$ cat src/rtl/ifetch_pkg.sv
package ifetch_pkg;

  typedef enum logic [1:0] {
    ST_IDLE  = 2'd0,
    ST_FETCH = 2'd1,
    ST_UNPK  = 2'd2
  } seq_state_t;

endpackage

$ cat src/rtl/ifetch_step_gen.sv
module ifetch_step_gen (
  input  logic clk,
  input  logic rst_n,
  output logic step
);

  logic ph_q;
  logic ph_d;

  always_comb begin
    ph_d = ~ph_q;
  end

  always_ff @(posedge clk or negedge rst_n) begin
    if (!rst_n) begin
      ph_q <= 1'b0;
    end else begin
      ph_q <= ph_d;
    end
  end

  assign step = ph_q;

  // the step enable never lasts two clocks
  a_r5_step_alternates: assert property (@(posedge clk) disable iff (!rst_n)
    step |=> !step);

endmodule

$ cat src/rtl/ifetch_reader.sv
module ifetch_reader #(
  parameter int ADDR_W = 32,
  parameter int DATA_W = 32
) (
  input  logic              clk,
  input  logic              rst_n,
  input  logic              start,
  input  logic [ADDR_W-1:0] addr_in,
  output logic              rd_req,
  output logic [ADDR_W-1:0] rd_addr,
  input  logic              rd_ack,
  input  logic [DATA_W-1:0] rd_data,
  output logic              have,
  output logic [DATA_W-1:0] word
);

  logic              req_q, req_d;
  logic              have_q, have_d;
  logic [ADDR_W-1:0] addr_q, addr_d;
  logic [DATA_W-1:0] word_q, word_d;

  always_comb begin
    req_d  = req_q;
    have_d = have_q;
    addr_d = addr_q;
    word_d = word_q;
    if (start) begin
      req_d  = 1'b1;
      have_d = 1'b0;
      addr_d = addr_in;
    end else if (req_q && rd_ack) begin
      req_d  = 1'b0;
      have_d = 1'b1;
      word_d = rd_data;
    end
  end

  always_ff @(posedge clk or negedge rst_n) begin
    if (!rst_n) begin
      req_q  <= 1'b0;
      have_q <= 1'b0;
      addr_q <= '0;
      word_q <= '0;
    end else begin
      req_q  <= req_d;
      have_q <= have_d;
      addr_q <= addr_d;
      word_q <= word_d;
    end
  end

  assign rd_req  = req_q;
  assign rd_addr = addr_q;
  assign have    = have_q;
  assign word    = word_q;

  // an unanswered request keeps its address
  a_r4_req_hold: assert property (@(posedge clk) disable iff (!rst_n)
    (rd_req && !rd_ack) |=> (rd_req && $stable(rd_addr)));

  // only word-aligned addresses go out
  a_r4_aligned: assert property (@(posedge clk) disable iff (!rst_n)
    rd_req |-> (rd_addr[1:0] == 2'b00));

endmodule

$ cat src/rtl/ifetch_unpack.sv
module ifetch_unpack #(
  parameter int DATA_W = 32
) (
  input  logic [DATA_W-1:0] word,
  input  logic              wide,
  input  logic              upper,
  output logic [DATA_W-1:0] entry
);

  localparam int HALF = DATA_W / 2;

  always_comb begin
    if (wide) begin
      entry = word;
    end else if (upper) begin
      entry = {{HALF{1'b0}}, word[DATA_W-1:HALF]};
    end else begin
      entry = {{HALF{1'b0}}, word[HALF-1:0]};
    end
  end

endmodule

$ cat src/rtl/ifetch_seq.sv
module ifetch_seq
  import ifetch_pkg::*;
#(
  parameter int N_ENTRIES = 8,
  parameter int HALF_W    = 16,
  parameter int DATA_W    = 32,
  localparam int ADDR_W   = 2 * HALF_W,
  localparam int IDX_W    = $clog2(N_ENTRIES)
) (
  input  logic              clk,
  input  logic              rst_n,
  input  logic [HALF_W-1:0] base_lo,
  input  logic [HALF_W-1:0] base_hi,
  input  logic              wide_mode,
  input  logic              irq_en,
  input  logic              init_cmd,
  input  logic              done_clr,
  output logic              rd_req,
  output logic [ADDR_W-1:0] rd_addr,
  input  logic              rd_ack,
  input  logic [DATA_W-1:0] rd_data,
  output logic              cfg_we,
  output logic [IDX_W-1:0]  cfg_idx,
  output logic [DATA_W-1:0] cfg_data,
  output logic              busy,
  output logic              done,
  output logic              irq
);

  localparam logic [ADDR_W-1:0] ALIGN_MASK   = ~ADDR_W'(3);
  localparam logic [IDX_W-1:0]  LAST_WIDE    = IDX_W'(N_ENTRIES - 1);
  localparam logic [IDX_W-1:0]  LAST_NARROW  = IDX_W'(N_ENTRIES / 2 - 1);
  localparam int                PAD_W        = ADDR_W - IDX_W - 2;

  seq_state_t        state_q, state_d;
  logic [IDX_W-1:0]  wcnt_q, wcnt_d;
  logic              half_q, half_d;
  logic [ADDR_W-1:0] base_q, base_d;
  logic              wide_q, wide_d;
  logic              pend_q, pend_d;
  logic              done_q, done_d;

  logic              step;
  logic              start_fetch;
  logic [ADDR_W-1:0] fetch_addr;
  logic [ADDR_W-1:0] new_base;
  logic [IDX_W-1:0]  wcnt_inc;
  logic              have;
  logic [DATA_W-1:0] word;
  logic              last_word;
  logic              word_end;

  ifetch_step_gen u_step (
    .clk   (clk),
    .rst_n (rst_n),
    .step  (step)
  );

  ifetch_reader #(
    .ADDR_W (ADDR_W),
    .DATA_W (DATA_W)
  ) u_rd (
    .clk     (clk),
    .rst_n   (rst_n),
    .start   (start_fetch),
    .addr_in (fetch_addr),
    .rd_req  (rd_req),
    .rd_addr (rd_addr),
    .rd_ack  (rd_ack),
    .rd_data (rd_data),
    .have    (have),
    .word    (word)
  );

  ifetch_unpack #(
    .DATA_W (DATA_W)
  ) u_unp (
    .word  (word),
    .wide  (wide_q),
    .upper (half_q),
    .entry (cfg_data)
  );

  always_comb begin
    new_base   = {base_hi, base_lo} & ALIGN_MASK;
    wcnt_inc   = wcnt_q + 1'b1;
    last_word  = wide_q ? (wcnt_q == LAST_WIDE) : (wcnt_q == LAST_NARROW);
    word_end   = wide_q || half_q;
    fetch_addr = (state_q == ST_IDLE) ? new_base
               : base_q + {{PAD_W{1'b0}}, wcnt_inc, 2'b00};
  end

  // next-state process
  always_comb begin
    state_d     = state_q;
    wcnt_d      = wcnt_q;
    half_d      = half_q;
    base_d      = base_q;
    wide_d      = wide_q;
    pend_d      = pend_q;
    done_d      = done_q;
    start_fetch = 1'b0;
    cfg_we      = 1'b0;

    if (init_cmd && (state_q == ST_IDLE) && !pend_q) begin
      pend_d = 1'b1;
    end
    if (done_clr) begin
      done_d = 1'b0;
    end

    if (step) begin
      unique case (state_q)
        ST_IDLE: begin
          if (pend_q) begin
            pend_d      = 1'b0;
            base_d      = new_base;
            wide_d      = wide_mode;
            wcnt_d      = '0;
            half_d      = 1'b0;
            start_fetch = 1'b1;
            state_d     = ST_FETCH;
          end
        end
        ST_FETCH: begin
          if (have) begin
            half_d  = 1'b0;
            state_d = ST_UNPK;
          end
        end
        ST_UNPK: begin
          cfg_we = 1'b1;
          if (word_end) begin
            if (last_word) begin
              done_d  = 1'b1;
              state_d = ST_IDLE;
            end else begin
              wcnt_d      = wcnt_inc;
              start_fetch = 1'b1;
              state_d     = ST_FETCH;
            end
          end else begin
            half_d = 1'b1;
          end
        end
        default: state_d = ST_IDLE;
      endcase
    end
  end

  // register process
  always_ff @(posedge clk or negedge rst_n) begin
    if (!rst_n) begin
      state_q <= ST_IDLE;
      wcnt_q  <= '0;
      half_q  <= 1'b0;
      base_q  <= '0;
      wide_q  <= 1'b0;
      pend_q  <= 1'b0;
      done_q  <= 1'b0;
    end else begin
      state_q <= state_d;
      wcnt_q  <= wcnt_d;
      half_q  <= half_d;
      base_q  <= base_d;
      wide_q  <= wide_d;
      pend_q  <= pend_d;
      done_q  <= done_d;
    end
  end

  assign cfg_idx = wide_q ? wcnt_q : {wcnt_q[IDX_W-2:0], half_q};
  assign busy    = pend_q || (state_q != ST_IDLE);
  assign done    = done_q;
  assign irq     = done_q && irq_en;

  // load strobes are spaced by the half-rate step
  a_r5_strobe_gap: assert property (@(posedge clk) disable iff (!rst_n)
    cfg_we |=> !cfg_we);

  // completion only follows an entry load
  a_r6_done_after_load: assert property (@(posedge clk) disable iff (!rst_n)
    $rose(done) |-> $past(cfg_we));

  // completion flag persists without a clear
  a_r7_done_sticky: assert property (@(posedge clk) disable iff (!rst_n)
    (done && !done_clr) |=> done);

  // interrupt gated by enable
  a_r8_irq_gated: assert property (@(posedge clk) disable iff (!rst_n)
    !irq_en |-> !irq);

  // no read request while idle with nothing pending
  a_r9_no_stray_read: assert property (@(posedge clk) disable iff (!rst_n)
    !busy |-> !rd_req);

endmodule

$ cat config.mk
export PLATFORM = sky130hd
export DESIGN_NAME = ifetch_seq
export DESIGN_NICKNAME = d
export VERILOG_FILES = /design/src/rtl/ifetch_pkg.sv /design/src/rtl/ifetch_step_gen.sv /design/src/rtl/ifetch_reader.sv /design/src/rtl/ifetch_unpack.sv /design/src/rtl/ifetch_seq.sv
export SDC_FILE = /design/constraint.sdc
export NUM_CORES = 1
export LEC_CHECK = 0
export ABC_AREA = 1
export CAP_MARGIN = 20
export CORE_MARGIN = 2
export CORE_UTILIZATION = 54
export DETAILED_ROUTE_END_ITERATION = 10
export PLACE_DENSITY = 0.88
export SYNTH_ARGS = -nofsm -noshare
export SYNTH_HDL_FRONTEND = slang
export SYNTH_HIERARCHICAL = 1
export SYNTH_SLANG_ARGS = --single-unit
$ cat constraint.sdc
create_clock -name clk -period 6.7 [get_ports clk]
set_input_delay 1.675 -clock clk [delete_from_list [all_inputs] [get_ports clk]]
set_output_delay 1.675 -clock clk [all_outputs]
set_load 0.05 [all_outputs]
==> metrics.cfg, run 1 <==
[outcome]
status=complete, no violations

[final_layout]
areaGrowthSynthToFinish_pct=25.4
mostFrequentLayoutCells=390 x nand2_1, 139 x clkdlybuf4s50_1, 106 x dfrtp_1, 61 x inv_1, 54 x nand3_1
final_layout_size_suffix_gt1_share_pct=5.35
n_antenna_cell=0
fillCellCount=941
ff_latch_area_um2=2650
design_area_um2=7530
nets=1024
multiInputGateArea_um2=2790
final_common_cell=nand2_1

[grt]
grt_pass1_vias=5267
antenna_found_initial=0
grt_max_degree=68
grt-ovfl-total=0
track_usage_pct=26.7
grt_pass1_wl_um=25000

[clocking]
postCtsResizedCells=0
cts_tree=yes
clock-root-buffer=clkbuf_8
cts-htree-levels=3
clkTransAtPathRegs_ns=0.11
clkLatencyLatePin_ns=0.38
postCtsSetupBuffers=0
cts_hold_buf=0
clock_path_buffers=2
clock-sinks=106
cts_made_buffers=9

[timing]
setup_viol=0
rsz0062_at_grt=false
tightest_slew_ns=0.958
slew_headroom_pct=36.2
fin_worst_skew_ns=0.0135
hold_violations=0
fmax_mhz=214
timing.final.crit_share_pct=69.8
whs_ns=0.462
tns_ns=0
slew_viol_final=0
min_period_ns=4.68
setup_ws_ns=2.02

[pwr]
powerDensity_nw_per_um2=544
power_w=0.00410
leakage_nw=3.79
peakVddDrop_v=0.000314

[drt]
postRouteAntennaNets=0
drt_first_pass_iters=7
wire_per_inst_um=14.2
via_count=5765
via_per_inst=5.27
drc=0
drtIter0Drc=465
totalWireLength_um=15500

[setup_path]
reg2regPathDepth=11
crit_end=irq
cp-end-kind=output pin
r2r_start=state_q[0]
path_class=input pin to output pin
r2r_slack_ns=3.44
start_kind=input pin
cp.required_ns=5.03
crit_fanout=1
cp-startpoint=irq_en
crit_arrival_ns=3.00
reg2reg_to=u_rd/word[15]

[placement]
port_buffers=140
dp_slack_ns=2.02
place.gp.congestion=0.907
place_area_um2=7320
dp_hpwl_um=10900

[die]
die_area_um2=12000
ios=143
row_count=38
die_w_um=109
die_h_um=109
coreArea_um2=10800
initial_core_util_pct=55.4

[synth]
synth_cell_types=33
syn_area_per_cell_um2=7.21
synth-seq-cells=106
seq_area_frac_synth_pct=44.2
ys.warnings.count=6
synth_area_um2=6000
netlist_instances=832

[worst_hold_path]
min_path_cells=1
min_path_type=flop to flop

[flow_run]
drv_cap=0

[cells in the mapped netlist, drive strengths merged]
master | n | share of area, %
fa | 1 | 0.33
xor2 | 4 | 0.58
nor3 | 3 | 0.44
a21oi | 3 | 0.25
nor2 | 45 | 3.2
nand4 | 34 | 3.5
a31oi | 1 | 0.10
o21ai | 42 | 3.5
conb | 1 | 0.062
buf | 37 | 4.8
nand3 | 55 | 4.8
inv | 65 | 4.3
and2 | 1 | 0.10
o22ai | 2 | 0.21
clkbuf | 4 | 0.25
ha | 4 | 0.83
nand3b | 7 | 0.88
dfrtp | 106 | 44
nand2 | 411 | 27
o21bai | 2 | 0.25
xnor2 | 4 | 0.58
[layout make-up]
cell class	count	area share [%]
tap	140	2.33
clock buffer	10	1.70
inverter	65	3.44
clock inverter	6	1.11
sequential	106	35.2
timing repair buffer	145	19.1
multi-input combinational	621	37.1
[flip-flops by register name (all words and copies together), names as in the netlist]
signal / count
base_q: 30
done: 1
half_q: 1
pend_q: 1
state_q: 2
u_rd/have: 1
u_rd/rd_addr: 32
u_rd/rd_req: 1
u_rd/word: 32
u_step/step: 1
wcnt_q: 3
wide_q: 1
[cell families (layout without fill, tap and decap cells)]
| logic type | after synthesis | count (layout) | share of synthesized area (%) |
|---|---|---|---|
| compound gates | 50 | 50 | 4.32 |
| fa+ha+maj | 5 | 5 | 1.17 |
| xor+xnor | 8 | 8 | 1.17 |
| flops | 106 | 106 | 44.2 |
| simple gates | 556 | 556 | 39.8 |
| buf+inv | 106 | 226 | 9.32 |
| other cells | 1 | 2 | 0.0625 |
[worst max-delay path: stages]
cell	delay, ns
clkdlybuf4s50_1	0.45
nand2_1	0.04
inv_1	0.04
clkdlybuf4s50_1	0.79
[power by group]
part           internal, W  total [W]  switching (W)
registers         0.000942    0.00123       0.000284
clock network     0.000182   0.000421       0.000239
logic             0.000769    0.00245        0.00168
[metal layers]
layer  GRT usage (%)  share of wire, %
met3            4.86               6.9
met4            6.96               1.0
met2            45.9                50
met1            34.7                42
met5               0                 0
[worst min path at each step]
stage                            from          end  slack, ns
final                     u_step/step  u_step/step       0.46
after global placement    u_step/step  u_step/step       0.44
after detailed placement  u_step/step  u_step/step       0.44
after floorplan           u_step/step  u_step/step       0.42
after CTS                 u_step/step  u_step/step       0.46
after global routing      u_step/step  u_step/step       0.47
[metrics by stage]
stage	util [%]	instances
2_1_floorplan	-	833
4_1_cts	69.4	1093
3_3_place_gp	67.5	1077
5_1_grt	69.4	1093
3_5_place_dp	67.5	1077
6_report	69.4	1093
(Power assumes the default switching activity.)
==> run 2, diff against run 1 <==
Settings changed: CORE_UTILIZATION 54 to 51, PLACE_DENSITY 0.88 to 0.84.
Clock period 6.7 ns to 4.7 ns, I/O delays scaled along.
==> metrics.cfg, run 2 (synthesis results as in run 1) <==
[placement]
place.gp.congestion=0.930
dp_hpwl_um=11000
port_buffers=140
dp_slack_ns=1.02

[pwr]
leakage_nw=3.83
powerDensity_nw_per_um2=787
peakVddDrop_v=0.000628

[final_layout]
finish.utilization_pct=66.4
final_common_cell=nand2_1
mostFrequentLayoutCells=390 x nand2_1, 139 x clkdlybuf4s50_1, 106 x dfrtp_1, 61 x inv_1, 54 x nand3_1
nets=1026
n_antenna_cell=0
final_layout_size_suffix_gt1_share_pct=5.65
areaGrowthSynthToFinish_pct=27.0

[flow_run]
drv_cap=0

[setup_path]
crit_arrival_ns=2.60
cp.required_ns=3.52
path_class=flop to output pin
cp_slowest_cell=dfrtp_1
crit_fanout=24
crit_top_cell=nand2_1
path_cells=inv_8, nand2_8, nand2_1, nand2_1, clkdlybuf4s50_1
cp-end-kind=output pin
crit_family=buffers and inverters
crit_buf_inv=2
start_kind=flop
max_stage_delay_ns=0.94

[clocking]
cts_made_buffers=9
clock-root-buffer=clkbuf_16
cts-htree-levels=3
cts_tree=yes
cts_hold_buf=0
postCtsSetupBuffers=0
clock_path_buffers=2
clkTransAtPathRegs_ns=0.08
clock-sinks=106
clkLatencyLatePin_ns=0.34
postCtsResizedCells=0

[timing]
tightest_slew_ns=0.902
fmax_mhz=265
rsz0062_at_grt=false
slew_headroom_pct=39.9
min_period_ns=3.77
fin_worst_skew_ns=0.00853
tns_ns=0
setup_viol=0
timing.final.crit_share_pct=80.3
slew_viol_final=0
hold_violations=0
setup_ws_ns=0.928

[grt]
grt-ovfl-total=0
grt_max_degree=68
antenna_found_initial=0
grt_pass1_wl_um=26400
track_usage_pct=25.6
grt_pass1_vias=5352

[die]
coreArea_um2=11500
die_w_um=112
initial_core_util_pct=52.3
die_area_um2=12600
ios=143
row_count=39
die_h_um=112

[drt]
wire_per_inst_um=14.4
drtIter0Drc=505
wl_met1_um=7020
via_count=5786
drt_first_pass_iters=5
totalWireLength_um=15800
wl_met3_um=956
via_per_inst=5.27
drc=0
topRoutingLayerUsed=met4
wl_met2_um=7600
postRouteAntennaNets=0

[worst_hold_path]
min_path_type=flop to flop

[outcome]
status=complete, no violations

run 2: cell types whose count changed in the layout (fill, tap and decap cells not counted), sizes merged:
cell	before	now
buf	6	8
clkinvlp	0	2
bufinv	1	0
clkbuf	10	9
run 2: final timing paths:
kind                                  start          endpoint  slack (ns)  depth (start not counted)
setup / recovery                     wide_q      cfg_data[15]        0.93                          5
hold / removal             u_rd/rd_addr[20]  u_rd/rd_addr[20]        0.47                          2
setup reg to reg                     wide_q     u_rd/word[14]        1.83                          9
hold reg to reg            u_rd/rd_addr[20]  u_rd/rd_addr[20]        0.47                          2
max in group asynchronous             rst_n     u_rd/word[30]        2.97                          2
min in group asynchronous             rst_n            half_q        0.84                          1
run 2: cell type report:
cell class	instances	area [µm²]
sequential	106	2650
multi-input combinational	621	2790
timing repair buffer	147	1450
clock buffer	9	225
clock inverter	7	60.1
fill	1008	3850
inverter	65	259
tap	143	179
run 2: layer usage:
layer | global-route usage, % | up-vias
met5 | 0 | -
met4 | 7.48 | 0
met3 | 2.75 | 32
met2 | 42.1 | 228
met1 | 36.4 | 2687
li1 | - | 2839
run 2: stage by stage:
step	hold WS, ns	total power [W]	cells	area, µm²
2_1_floorplan	0.416	0.00434	833	6000
3_3_place_gp	0.450	0.00518	1082	7330
3_5_place_dp	0.458	0.00527	1082	7330
4_1_cts	0.478	0.00602	1098	7620
5_1_grt	0.496	0.00643	1098	7620
6_report	0.475	0.00600	1098	7620
run 2: power by group:
group / internal (W) / switching [W] / leakage, nW
Sequential: 0.00135 / 0.000411 / 1.32
Clock: 0.000370 / 0.000370 / 0.136
Combinational: 0.00110 / 0.00240 / 2.38
run 2: worst reg2reg max path, stage by stage, from the launching register on:
cell and delay, ns:
dfrtp_1 0.94, inv_1 0.18, nand2_1 0.12, nand4_1 0.09, nand2_1 0.17, inv_1 0.14, inv_8 0.36, nand3_4 0.46
nand2_1 0.20, nand2_1 0.08
==> run 3, diff against run 2 <==
Clock period 4.7 ns to 3.6 ns, I/O delays scaled along.
==> metrics.cfg, run 3 (synthesis results as in run 1) <==
[grt]
grt_max_degree=68
grt_pass1_wl_um=26200
track_usage_pct=25.4
grt_pass1_vias=5466
antenna_found_initial=0
grt-ovfl-total=0

[drt]
via_count=5802
totalWireLength_um=15600
via_per_inst=5.28
postRouteAntennaNets=0
drt_first_pass_iters=6
wire_per_inst_um=14.2
drtIter0Drc=586
drc=0

[final_layout]
nets=1027
multiInputGateArea_um2=2790
areaGrowthSynthToFinish_pct=27.4
n_antenna_cell=0
final_common_cell=nand2_1
finish.utilization_pct=66.6
fillCellCount=990
final_layout_size_suffix_gt1_share_pct=5.75
mostFrequentLayoutCells=390 x nand2_1, 139 x clkdlybuf4s50_1, 106 x dfrtp_1, 61 x inv_1, 54 x nand3_1
ff_latch_area_um2=2650

[pwr]
powerDensity_nw_per_um2=1030
leakage_nw=3.84
peakVddDrop_v=0.000734
power_w=0.00784

[clocking]
cts_made_buffers=9
cts-htree-levels=3
clock_path_buffers=2
cts_tree=yes
clock-sinks=106
clkLatencyLatePin_ns=0.35
cts_hold_buf=0
clkTransAtPathRegs_ns=0.08
clock-root-buffer=clkbuf_16
postCtsResizedCells=0
postCtsSetupBuffers=0

[timing]
whs_ns=0.474
setup_viol=0
slew_viol_final=0
fin_worst_skew_ns=0.0107
tightest_slew_ns=0.819
fmax_mhz=319
slew_headroom_pct=45.4
timing.final.crit_share_pct=87.0
min_period_ns=3.13
tns_ns=0
rsz0062_at_grt=false
hold_violations=0

[outcome]
status=complete, no violations

[die]
ios=143
die_w_um=112
initial_core_util_pct=52.3
die_area_um2=12600
row_count=39
coreArea_um2=11500
die_h_um=112

[setup_path]
cp-end-kind=output pin
crit_fanout=1
path_class=input pin to output pin
cp.required_ns=2.70
crit_arrival_ns=2.23
start_kind=input pin

[placement]
dp_hpwl_um=10800
place.gp.congestion=0.926
port_buffers=140

[worst_hold_path]
min_path_type=flop to flop

[flow_run]
drv_cap=0

## run 3: cell count changes in the layout (fill, tap and decap cells not counted)
cell        change
inv_6           -1
clkinvlp_4      +1
clkinv_2        -1
buf_12          +1
clkinv_4        +1
## run 3: routing by layer
layer / up-vias / global-route usage, % / routed length (µm)
met5: - / 0 / 0
met2: 240 / 40.6 / 7310
met1: 2674 / 35.4 / 6860
met4: 0 / 8.13 / 299
li1: 2862 / - / -
met3: 26 / 4.86 / 1100
## run 3: worst max-delay path: stages
cell and delay (ns):
clkdlybuf4s50_1 0.45, nand2_1 0.04, inv_1 0.05, clkdlybuf4s50_1 0.79
## run 3: final timing paths
check,start,end,slack [ns],cells after the start
setup / recovery,irq_en,irq,0.47,4
hold reg to reg,u_rd/word[4],u_rd/word[4],0.47,2
min in group asynchronous,rst_n,done,0.65,1
max in group asynchronous,rst_n,base_q[20],2.23,2
setup reg to reg,wcnt_q[0],u_rd/rd_addr[28],0.95,13
hold / removal,u_rd/word[4],u_rd/word[4],0.47,2
## run 3: stage by stage
step,area [µm²],worst slack [ns],cells
floorplan,6000,1.07,833
global placement,7350,0.469,1083
detailed placement,7350,0.466,1083
CTS,7640,0.460,1099
global route,7640,0.395,1099
finish,7640,0.467,1099
## run 3: power by group
part,total (W),switching [W],internal (W)
clock,0.000957,0.000475,0.000482
sequential,0.00224,0.000477,0.00176
combinational,0.00465,0.00320,0.00145
## run 3: layout make-up
type	instances	area share, %
clock buffer	9	2.95
clock inverter	7	0.819
inverter	65	3.39
multi-input combinational	621	36.5
sequential	106	34.7
tap	143	2.34
timing repair buffer	148	19.3
